## src/rtl/sort_pkg.sv

```systemverilog
package sort_pkg;

  typedef enum logic [3:0] {
    ST_IDLE,
    ST_RD_A,
    ST_WT_A,
    ST_RD_B,
    ST_WT_B,
    ST_CMP,
    ST_WR_A,
    ST_WR_B,
    ST_DONE
  } sort_state_e;

  function automatic int addr_bits(input int depth);
    return (depth > 1) ? $clog2(depth) : 1;
  endfunction

endpackage

```

## src/rtl/sort_fall_det.sv

```systemverilog
module sort_fall_det (
  input  logic clk_i,
  input  logic rst_ni,
  input  logic lvl_i,
  output logic fall_o
);

  logic lvl_q;

  always_ff @(posedge clk_i or negedge rst_ni) begin
    if (!rst_ni) lvl_q <= 1'b0;
    else         lvl_q <= lvl_i;
  end

  assign fall_o = lvl_q & ~lvl_i;

endmodule

```

## src/rtl/sort_ram.sv

```systemverilog
module sort_ram #(
  parameter int DEPTH = 8,
  parameter int DW    = 4,
  parameter int AW    = 3
) (
  input  logic          clk_i,
  input  logic          rst_ni,
  input  logic          we_i,
  input  logic [AW-1:0] addr_i,
  input  logic [DW-1:0] wdata_i,
  output logic [DW-1:0] rdata_o
);

  logic [DW-1:0] mem_q [DEPTH];
  logic [DW-1:0] rdata_q;

  always_ff @(posedge clk_i or negedge rst_ni) begin
    if (!rst_ni) begin
      for (int i = 0; i < DEPTH; i++) mem_q[i] <= '0;
      rdata_q <= '0;
    end else begin
      if (we_i) mem_q[addr_i] <= wdata_i;
      rdata_q <= mem_q[addr_i];
    end
  end

  assign rdata_o = rdata_q;

  AST_ADDR_IN_RANGE: assert property (@(posedge clk_i) disable iff (!rst_ni)
    we_i |-> (int'(addr_i) < DEPTH));

endmodule

```

## src/rtl/sort_ctrl.sv

```systemverilog
module sort_ctrl
  import sort_pkg::*;
#(
  parameter int DEPTH = 8,
  parameter int DW    = 4,
  parameter int AW    = 3
) (
  input  logic          clk_i,
  input  logic          rst_ni,
  input  logic          start_i,
  output logic          busy_o,
  output logic          done_o,
  output logic [AW-1:0] mem_addr_o,
  output logic          mem_we_o,
  output logic [DW-1:0] mem_wdata_o,
  input  logic [DW-1:0] mem_rdata_i
);

  localparam logic [AW-1:0] LAST = AW'(DEPTH - 2);

  sort_state_e   state_q, state_d;
  logic [AW-1:0] idx_q, pass_q;
  logic [DW-1:0] a_q, b_q;
  logic          swap_w, step_w, last_w;

  assign swap_w = a_q < b_q;  // strict: equal words stay put
  assign step_w = (state_q == ST_CMP && !swap_w) || (state_q == ST_WR_B);
  assign last_w = step_w && (idx_q == LAST) && (pass_q == LAST);

  always_comb begin
    state_d = state_q;
    unique case (state_q)
      ST_IDLE: if (start_i) state_d = ST_RD_A;
      ST_RD_A: state_d = ST_WT_A;
      ST_WT_A: state_d = ST_RD_B;
      ST_RD_B: state_d = ST_WT_B;
      ST_WT_B: state_d = ST_CMP;
      ST_CMP:  state_d = swap_w ? ST_WR_A : (last_w ? ST_DONE : ST_RD_A);
      ST_WR_A: state_d = ST_WR_B;
      ST_WR_B: state_d = last_w ? ST_DONE : ST_RD_A;
      ST_DONE: state_d = ST_IDLE;
      default: state_d = ST_IDLE;
    endcase
  end

  always_ff @(posedge clk_i or negedge rst_ni) begin
    if (!rst_ni) state_q <= ST_IDLE;
    else         state_q <= state_d;
  end

  always_ff @(posedge clk_i or negedge rst_ni) begin
    if (!rst_ni) begin
      idx_q  <= '0;
      pass_q <= '0;
    end else if (state_q == ST_IDLE) begin
      idx_q  <= '0;
      pass_q <= '0;
    end else if (step_w) begin
      if (idx_q == LAST) begin
        idx_q <= '0;
        if (pass_q != LAST) pass_q <= pass_q + AW'(1);
      end else begin
        idx_q <= idx_q + AW'(1);
      end
    end
  end

  always_ff @(posedge clk_i or negedge rst_ni) begin
    if (!rst_ni) begin
      a_q <= '0;
      b_q <= '0;
    end else begin
      if (state_q == ST_WT_A) a_q <= mem_rdata_i;
      if (state_q == ST_WT_B) b_q <= mem_rdata_i;
    end
  end

  always_comb begin
    mem_addr_o  = idx_q;
    mem_we_o    = 1'b0;
    mem_wdata_o = b_q;
    unique case (state_q)
      ST_RD_B: mem_addr_o = idx_q + AW'(1);
      ST_WR_A: begin
        mem_we_o    = 1'b1;
        mem_wdata_o = b_q;
      end
      ST_WR_B: begin
        mem_addr_o  = idx_q + AW'(1);
        mem_we_o    = 1'b1;
        mem_wdata_o = a_q;
      end
      default: ;
    endcase
  end

  assign busy_o = (state_q != ST_IDLE);
  assign done_o = (state_q == ST_DONE);

  AST_DONE_SINGLE: assert property (@(posedge clk_i) disable iff (!rst_ni)
    done_o |=> !done_o);
  AST_DONE_THEN_IDLE: assert property (@(posedge clk_i) disable iff (!rst_ni)
    done_o |=> !busy_o);
  AST_SWAP_STRICT: assert property (@(posedge clk_i) disable iff (!rst_ni)
    (state_q == ST_WR_A) |-> (a_q < b_q));
  AST_INDEX_BOUNDS: assert property (@(posedge clk_i) disable iff (!rst_ni)
    (idx_q <= LAST) && (pass_q <= LAST));
  AST_WRITE_PAIR: assert property (@(posedge clk_i) disable iff (!rst_ni)
    (state_q == ST_WR_A) |=> mem_we_o && (mem_addr_o == $past(mem_addr_o) + AW'(1)));

endmodule

```

## src/rtl/inplace_desc_sorter.sv

```systemverilog
module inplace_desc_sorter
  import sort_pkg::*;
#(
  parameter int DEPTH    = 8,
  parameter int DW       = 4,
  parameter int LED_W    = 4,
  parameter int BUSY_LED = 3,
  localparam int AW      = addr_bits(DEPTH)
) (
  input  logic             clk_i,
  input  logic             rst_ni,
  input  logic             capture_i,
  input  logic             host_we_i,
  input  logic [AW-1:0]    host_addr_i,
  input  logic [DW-1:0]    host_wdata_i,
  output logic [DW-1:0]    host_rdata_o,
  output logic             busy_o,
  output logic             done_o,
  output logic [LED_W-1:0] led_o
);

  logic          fall_w, busy_w, done_w;
  logic [AW-1:0] ctl_addr_w, ram_addr_w;
  logic          ctl_we_w, ram_we_w;
  logic [DW-1:0] ctl_wdata_w, ram_wdata_w, ram_rdata_w;

  sort_fall_det u_fall (
    .clk_i  (clk_i),
    .rst_ni (rst_ni),
    .lvl_i  (capture_i),
    .fall_o (fall_w)
  );

  sort_ctrl #(.DEPTH(DEPTH), .DW(DW), .AW(AW)) u_ctrl (
    .clk_i       (clk_i),
    .rst_ni      (rst_ni),
    .start_i     (fall_w),
    .busy_o      (busy_w),
    .done_o      (done_w),
    .mem_addr_o  (ctl_addr_w),
    .mem_we_o    (ctl_we_w),
    .mem_wdata_o (ctl_wdata_w),
    .mem_rdata_i (ram_rdata_w)
  );

  // host owns the port only while idle
  assign ram_addr_w  = busy_w ? ctl_addr_w  : host_addr_i;
  assign ram_we_w    = busy_w ? ctl_we_w    : host_we_i;
  assign ram_wdata_w = busy_w ? ctl_wdata_w : host_wdata_i;

  sort_ram #(.DEPTH(DEPTH), .DW(DW), .AW(AW)) u_ram (
    .clk_i   (clk_i),
    .rst_ni  (rst_ni),
    .we_i    (ram_we_w),
    .addr_i  (ram_addr_w),
    .wdata_i (ram_wdata_w),
    .rdata_o (ram_rdata_w)
  );

  for (genvar g = 0; g < LED_W; g++) begin : g_led
    if (g == BUSY_LED) begin : g_on
      assign led_o[g] = busy_w;
    end else begin : g_off
      assign led_o[g] = 1'b0;
    end
  end

  assign host_rdata_o = ram_rdata_w;
  assign busy_o       = busy_w;
  assign done_o       = done_w;

  AST_START_ON_FALL: assert property (@(posedge clk_i) disable iff (!rst_ni)
    (fall_w && !busy_w) |=> busy_w);
  AST_NO_SPURIOUS_START: assert property (@(posedge clk_i) disable iff (!rst_ni)
    (!fall_w && !busy_w) |=> !busy_w);
  AST_HOST_WRITE_BLOCKED: assert property (@(posedge clk_i) disable iff (!rst_ni)
    (busy_w && ram_we_w) |-> ctl_we_w);

endmodule

```

## config.mk

```make
export PLATFORM = sky130hd
export DESIGN_NAME = inplace_desc_sorter
export DESIGN_NICKNAME = d
export VERILOG_FILES = /design/src/rtl/sort_pkg.sv /design/src/rtl/sort_fall_det.sv /design/src/rtl/sort_ram.sv /design/src/rtl/sort_ctrl.sv /design/src/rtl/inplace_desc_sorter.sv
export SDC_FILE = /design/constraint.sdc
export NUM_CORES = 1
export LEC_CHECK = 0
export CORE_MARGIN = 4
export CORE_UTILIZATION = 56
export CTS_BUF_LIST = sky130_fd_sc_hd__clkbuf_4 sky130_fd_sc_hd__clkbuf_8
export DETAILED_ROUTE_END_ITERATION = 10
export PLACE_DENSITY = 0.77
export SYNTH_ARGS = -nofsm -noshare
export SYNTH_HDL_FRONTEND = slang
export SYNTH_SLANG_ARGS = --single-unit
```

## constraint.sdc

```tcl
create_clock -name clk_i -period 4.77 [get_ports clk_i]
set_input_delay 0.477 -clock clk_i [delete_from_list [all_inputs] [get_ports clk_i]]
set_output_delay 0.477 -clock clk_i [all_outputs]
set_load 0.02 [all_outputs]
```

# After elaboration in Yosys (flattened, before gate mapping)
# Index checks and enable logic that the tools add are counted.
[totals]
register_bits = 55
inputBits = 11
elab_cells = 72
[classes]
addsub = 2
order_cmp = 3
n_eq_ne = 12
n_mux = 23
bitwise_logic = 3
reduce_logical = 14
[ops]
columns = ["op", "count"]
rows = [
  ["$bwmux 32", 1],
  ["$mux 4", 8],
  ["$pmux 4 s8", 1],
  ["$mux 3", 9],
  ["$eq 4x3->1 const B", 4],
  ["$bmux 4 s3", 1],
  ["$demux 4 s3", 1],
  ["$eq 4x2->1 const B", 2],
  ["$add 3x1->3 const B", 2],
  ["$eq 3x3->1 const B", 2],
  ["$reduce_bool 2->1", 3],
  ["$eq 4x1->1 const B", 1],
  ["$eq 4x4->1 const B", 1],
  ["$ge 4x4->1 const B", 1],
  ["$logic_and 1x1->1", 4],
  ["$logic_not 4->1", 1],
  ["$lt 4x1->1 const B", 1],
  ["$lt 4x4->1", 1],
  ["$not 3->4", 1],
  ["$reduce_bool 4->1", 1],
  ["$reduce_or 2->1", 2],
  ["$ne 3x3->1 const B", 1],
  ["$reduce_and 3->1", 1],
  ["$mux 1", 2],
  ["5 further kinds", 5],
]

# Depth between registers and ports, before layout
[logic_depth]
word_depth = 10
depth_mapped = 10
mapped_depth_nobuf = 8

# Hierarchy
# A second synthesis with hierarchy kept.
[unflattened]
hier_cells = 237
hier_area_um2 = 3010.4
[modules_own_cells]
columns = ["module", "n_inst", "cells_each", "area_per_inst_um2"]
rows = [
  ["sort_ram", 1, 116, 1737.9],
  ["sort_ctrl", 1, 105, 1068.5],
  ["inplace_desc_sorter", 1, 14, 165.2],
  ["sort_fall_det", 1, 2, 38.8],
]

# Least setup slack after synthesis
# No wires, ideal clock.
[synth_timing]
kind = "register -> register"
startpoint = "register u_ctrl.state_q[1]"
endpoint = "register u_ram.mem_q[12] (netlist bit)"
setup_time_ns = 0.125
t_arrival_ns = 2.263
t_required_ns = 4.645
setup_slack_ns = 2.382
path_stages_with_launch = 9
n_path_buf = 2
period_less_slack_ns = 2.388
path_cell_list = "dfrtp_1 -> buf_2 -> o31a_1 -> o221ai_1 -> a21boi_1 -> and2_1 -> and3_1 -> buf_2 -> mux2_2"
[synth_via]
elab_chain_cells = 10
elab_cells_between_ends = 19
[synth_lines]
columns = ["item", "line_no", "text"]
rows = [
  ["from (decl)", "sort_ctrl.sv:21", "sort_state_e state_q, state_d;"],
  ["from (signal assigned)", "sort_ctrl.sv:48", "else state_q <= state_d;"],
  ["$eq 4x2->1 / $eq 4x3->1 (equally long branches)", "sort_ctrl.sv:82", "unique case (state_q)"],
  ["$reduce_or 2->1 (no source line)", "n/a", ""],
  ["$mux 3", "n/a", ""],
  ["$mux 3", "inplace_desc_sorter.sv:47", "assign ram_addr_w = busy_w ? ctl_addr_w : host_addr_i;"],
  ["$not 3->4 (not written as such)", "sort_ram.sv:22", "if (we_i) mem_q[addr_i] <= wdata_i;"],
  ["$ge 4x4->1 (not written as such) / $lt 4x1->1 (equally long branches)", "sort_ram.sv:22", ""],
  ["$logic_and 1x1->1 (not written as such)", "sort_ram.sv:22", ""],
  ["$mux 4 (not written as such)", "sort_ram.sv:22", ""],
  ["$demux 4 s3", "sort_ram.sv:22", ""],
  ["$bwmux 32", "sort_ram.sv:22", ""],
  ["to (signal, indexed assignment)", "sort_ram.sv:22", ""],
  ["to (decl)", "sort_ram.sv:14", "logic [DW-1:0] mem_q [DEPTH];"],
]
# Parallel ways exist; a longest one is shown, timed or not.
# A chain may end at the register's enable or synchronous reset.

# Worst setup path in the final report
[layout_timing]
startpoint = "register u_ctrl.state_q[1]"
endpoint = "register u_ram.mem_q[17] (netlist bit)"
# The elaborated chain is that of the path after synthesis.

==> flow_summary.ini <==
[outcome]
status = complete, no violations

[hold_path]
hp-class = input port to asynchronous set/reset pin

[timing]
holdWs_ps = 283.3
hold_violations = 0
period_needed_ps = 3110
drv_slew = 0
tns_ps = 0
setup_violations = 0
relSlewSlack_pct = 28.66
fmax_mhz = 321.5
rsz0062_at_grt = false
period_share_pct = 65.21
worst_pin_slew_ps = 1060
fin_skew_ps = 14.34

[power_and_ir_drop]
p_per_area_nw_per_um2 = 235.2
p_leak_nw = 1.470
peakVddDrop_v = 0.0001847

[yosys]
ys_seq_area_share_pct = 47.09
ys_types = 48
ys.flop_type = dfrtp_1
synth_top_area_cell = dfrtp_1
avgSynthCellArea_um2 = 10.75
synth_cells = 272
ys_ff_latch = 55
synth_edf_count = 0
synthArstFlopShare_pct = 100.0
synth.area.top_cells = dfrtp_1 (47%), mux2_2 (14%), ha_1 (3.0%)
synth_top_area_share_pct = 47.09
synthesis.area_um2 = 2923
yosys_warnings = 0

[final_layout]
area_growth_syn_to_layout_pct = 9.589
nets = 300
finalInstanceArea_um2 = 3203
drive_above_1_share_pct = 18.73
n_antenna_cell = 0

[cts]
tritoncts = done
cts_post_setup_buffers_inserted = 0
cts_resized = 0
cts_root_buf = clkbuf_8
cts_buffer_depth = 2
path_clk_slew_ps = 100
cts_inserted_buffers = 5
htree_levels = 2
clk_latency_ps = 310
clock_sinks = 55
cts_hold_buffers = 0

[worst_setup_path]
r2r_end = u_ram.mem_q[17]
rrSetupSlack_ps = 1660
worst-endpoint-arrival_ps = 3290
reg2reg_from = u_ctrl.state_q[1]
start_kind = register
cp_max_fo = 19
endpoint_kind = register
reg2reg_depth = 6
critical_path_class = register to register
worst_ep_required_time_ps = 4950

[route]
wl_um = 5613
wl_per_cell_um = 15.90
drc = 0
drt_iter0_drc = 128
num_vias = 2030
vias_per_cell = 5.751
first_pass_iters = 4
ant_nets = 0

[die]
pin_count = 21
start_util_pct = 57.59
design.die.area_um2 = 6439
rows = 26
coreArea_um2 = 5075
die_w_um = 80.25
fp.dieH_um = 80.25

[run]
maxCapViolations = 0

[global_route]
grt_antenna_before_repair = 0
grt_usage_pct = 18.99
grt_max_degree = 56
overflow = 0
grt_pass1_wl_um = 9411
grt_pass1_vias = 1926

[placement]
place_area_um2 = 3104
io_buffers = 17
place.gp.congestion = 0.8997
hpwl_um = 4023
## metal layers
metal	part of all wire (%)	track usage, %	up-vias
met5	0	0	-
met4	1.8	5.912	0
met3	3.8	4.036	10
met2	49	29.72	38
met1	46	26.46	998
li1	-	-	984
## metrics by stage
stage	total power, W	util (%)	std cells	setup slack, ps
2_1_floorplan	0.0004801	-	274	2382
6_report	0.0007532	63.12	353	1660
4_1_cts	0.0007628	63.12	353	1677
3_3_place_gp	0.0004966	61.17	345	1838
3_5_place_dp	0.0004969	61.17	345	1711
5_1_grt	0.0007862	63.12	353	1365
## worst max-delay path, stage by stage (launching register included)
cell and delay [ps]:
dfrtp_1 600, nor4_4 880, a222oi_1 180, and2_1 360, nor3_2 330, and2_1 280
mux2_1 350
## Yosys cell counts (all sizes together) (4+ instances only)
library cell / instances
a211oi: 4
a21oi: 8
a221oi: 5
and2: 4
and4: 4
buf: 10
clkbuf: 7
dfrtp: 55
ha: 7
inv: 17
mux2: 41
mux2i: 7
nand2: 21
nand2b: 5
nand3: 5
nor2: 12
nor2b: 4
nor3: 10
o211ai: 5
o21ai: 13
## how the worst max path moves through the flow
stage                           start  slack (ps)         endpoint
global route        u_ctrl.state_q[1]        1370  u_ram.mem_q[18]
finish              u_ctrl.state_q[1]        1660  u_ram.mem_q[17]
detailed placement  u_ctrl.state_q[1]        1710  u_ram.mem_q[17]
global placement    u_ctrl.state_q[0]        1840  u_ram.mem_q[18]
floorplan           u_ctrl.state_q[1]        2380  u_ram.mem_q[12]
CTS                 u_ctrl.state_q[1]        1680  u_ram.mem_q[17]
## cells in the final DEF (no fill, tap or decap), types with 2 or more instances in the layout
cell type | Yosys | final
dfrtp_1 | 55 | 55
mux2_2 | 36 | 36
nand2_1 | 21 | 21
inv_1 | 17 | 17
clkdlybuf4s50_1 | 0 | 16
nor2_1 | 12 | 12
o21ai_0 | 8 | 8
nor3_1 | 8 | 8
mux2i_1 | 7 | 7
a21oi_1 | 7 | 7
ha_1 | 7 | 7
clkbuf_8 | 0 | 6
nand2b_1 | 5 | 5
o21ai_1 | 5 | 5
o211ai_1 | 5 | 5
a221oi_1 | 5 | 5
nand3_1 | 5 | 5
mux2_1 | 5 | 5
nor2b_1 | 4 | 4
and4_1 | 4 | 4
a211oi_1 | 4 | 4
and2_1 | 3 | 3
and3_1 | 3 | 3
conb_1 | 1 | 3
nor3b_1 | 2 | 2
nand3b_1 | 2 | 2
nand4b_1 | 2 | 2
nor3_2 | 2 | 2
o21bai_1 | 2 | 2
## where the power goes
| part | switching (W) | internal, W |
|---|---|---|
| registers | 0.000000132 | 0.000466 |
| logic | 0.0000129 | 0.00000765 |
| clock network | 0.000148 | 0.000119 |
| total | 0.000161 | 0.000593 |
## area by class of cell
type | instances | area, µm²
Tap cell | 70 | 87.58
Fill cell | 419 | 1872
Inverter | 17 | 63.81
Timing Repair Buffer | 18 | 172.7
Sequential cell | 55 | 1376
Multi-Input combinational cell | 185 | 1404
Clock buffer | 6 | 82.58
Clock inverter | 2 | 16.27
## state kept, by name, summed over array words and instances, names as in the netlist
| name | count |
|---|---|
| u_ctrl.pass_q | 3 |
| u_fall.lvl_q | 1 |
| u_ram.rdata_o | 4 |
| u_ctrl.a_q | 4 |
| u_ctrl.b_q | 4 |
| u_ctrl.idx_q | 3 |
| u_ctrl.state_q | 4 |
| u_ram.mem_q | 32 |
## logic make-up (layout without fill, tap and decap cells)
group	after synthesis	count (layout)	share of synthesized area, %
simple gates	80	80	15.33
flops	55	55	47.09
mux	48	48	18.19
compound gates	47	47	11.13
buf+inv	34	43	5.137
fa+ha+maj	7	7	2.996
other cells	1	3	0.1283
Note: power is estimated with default switching activity, not from simulation.
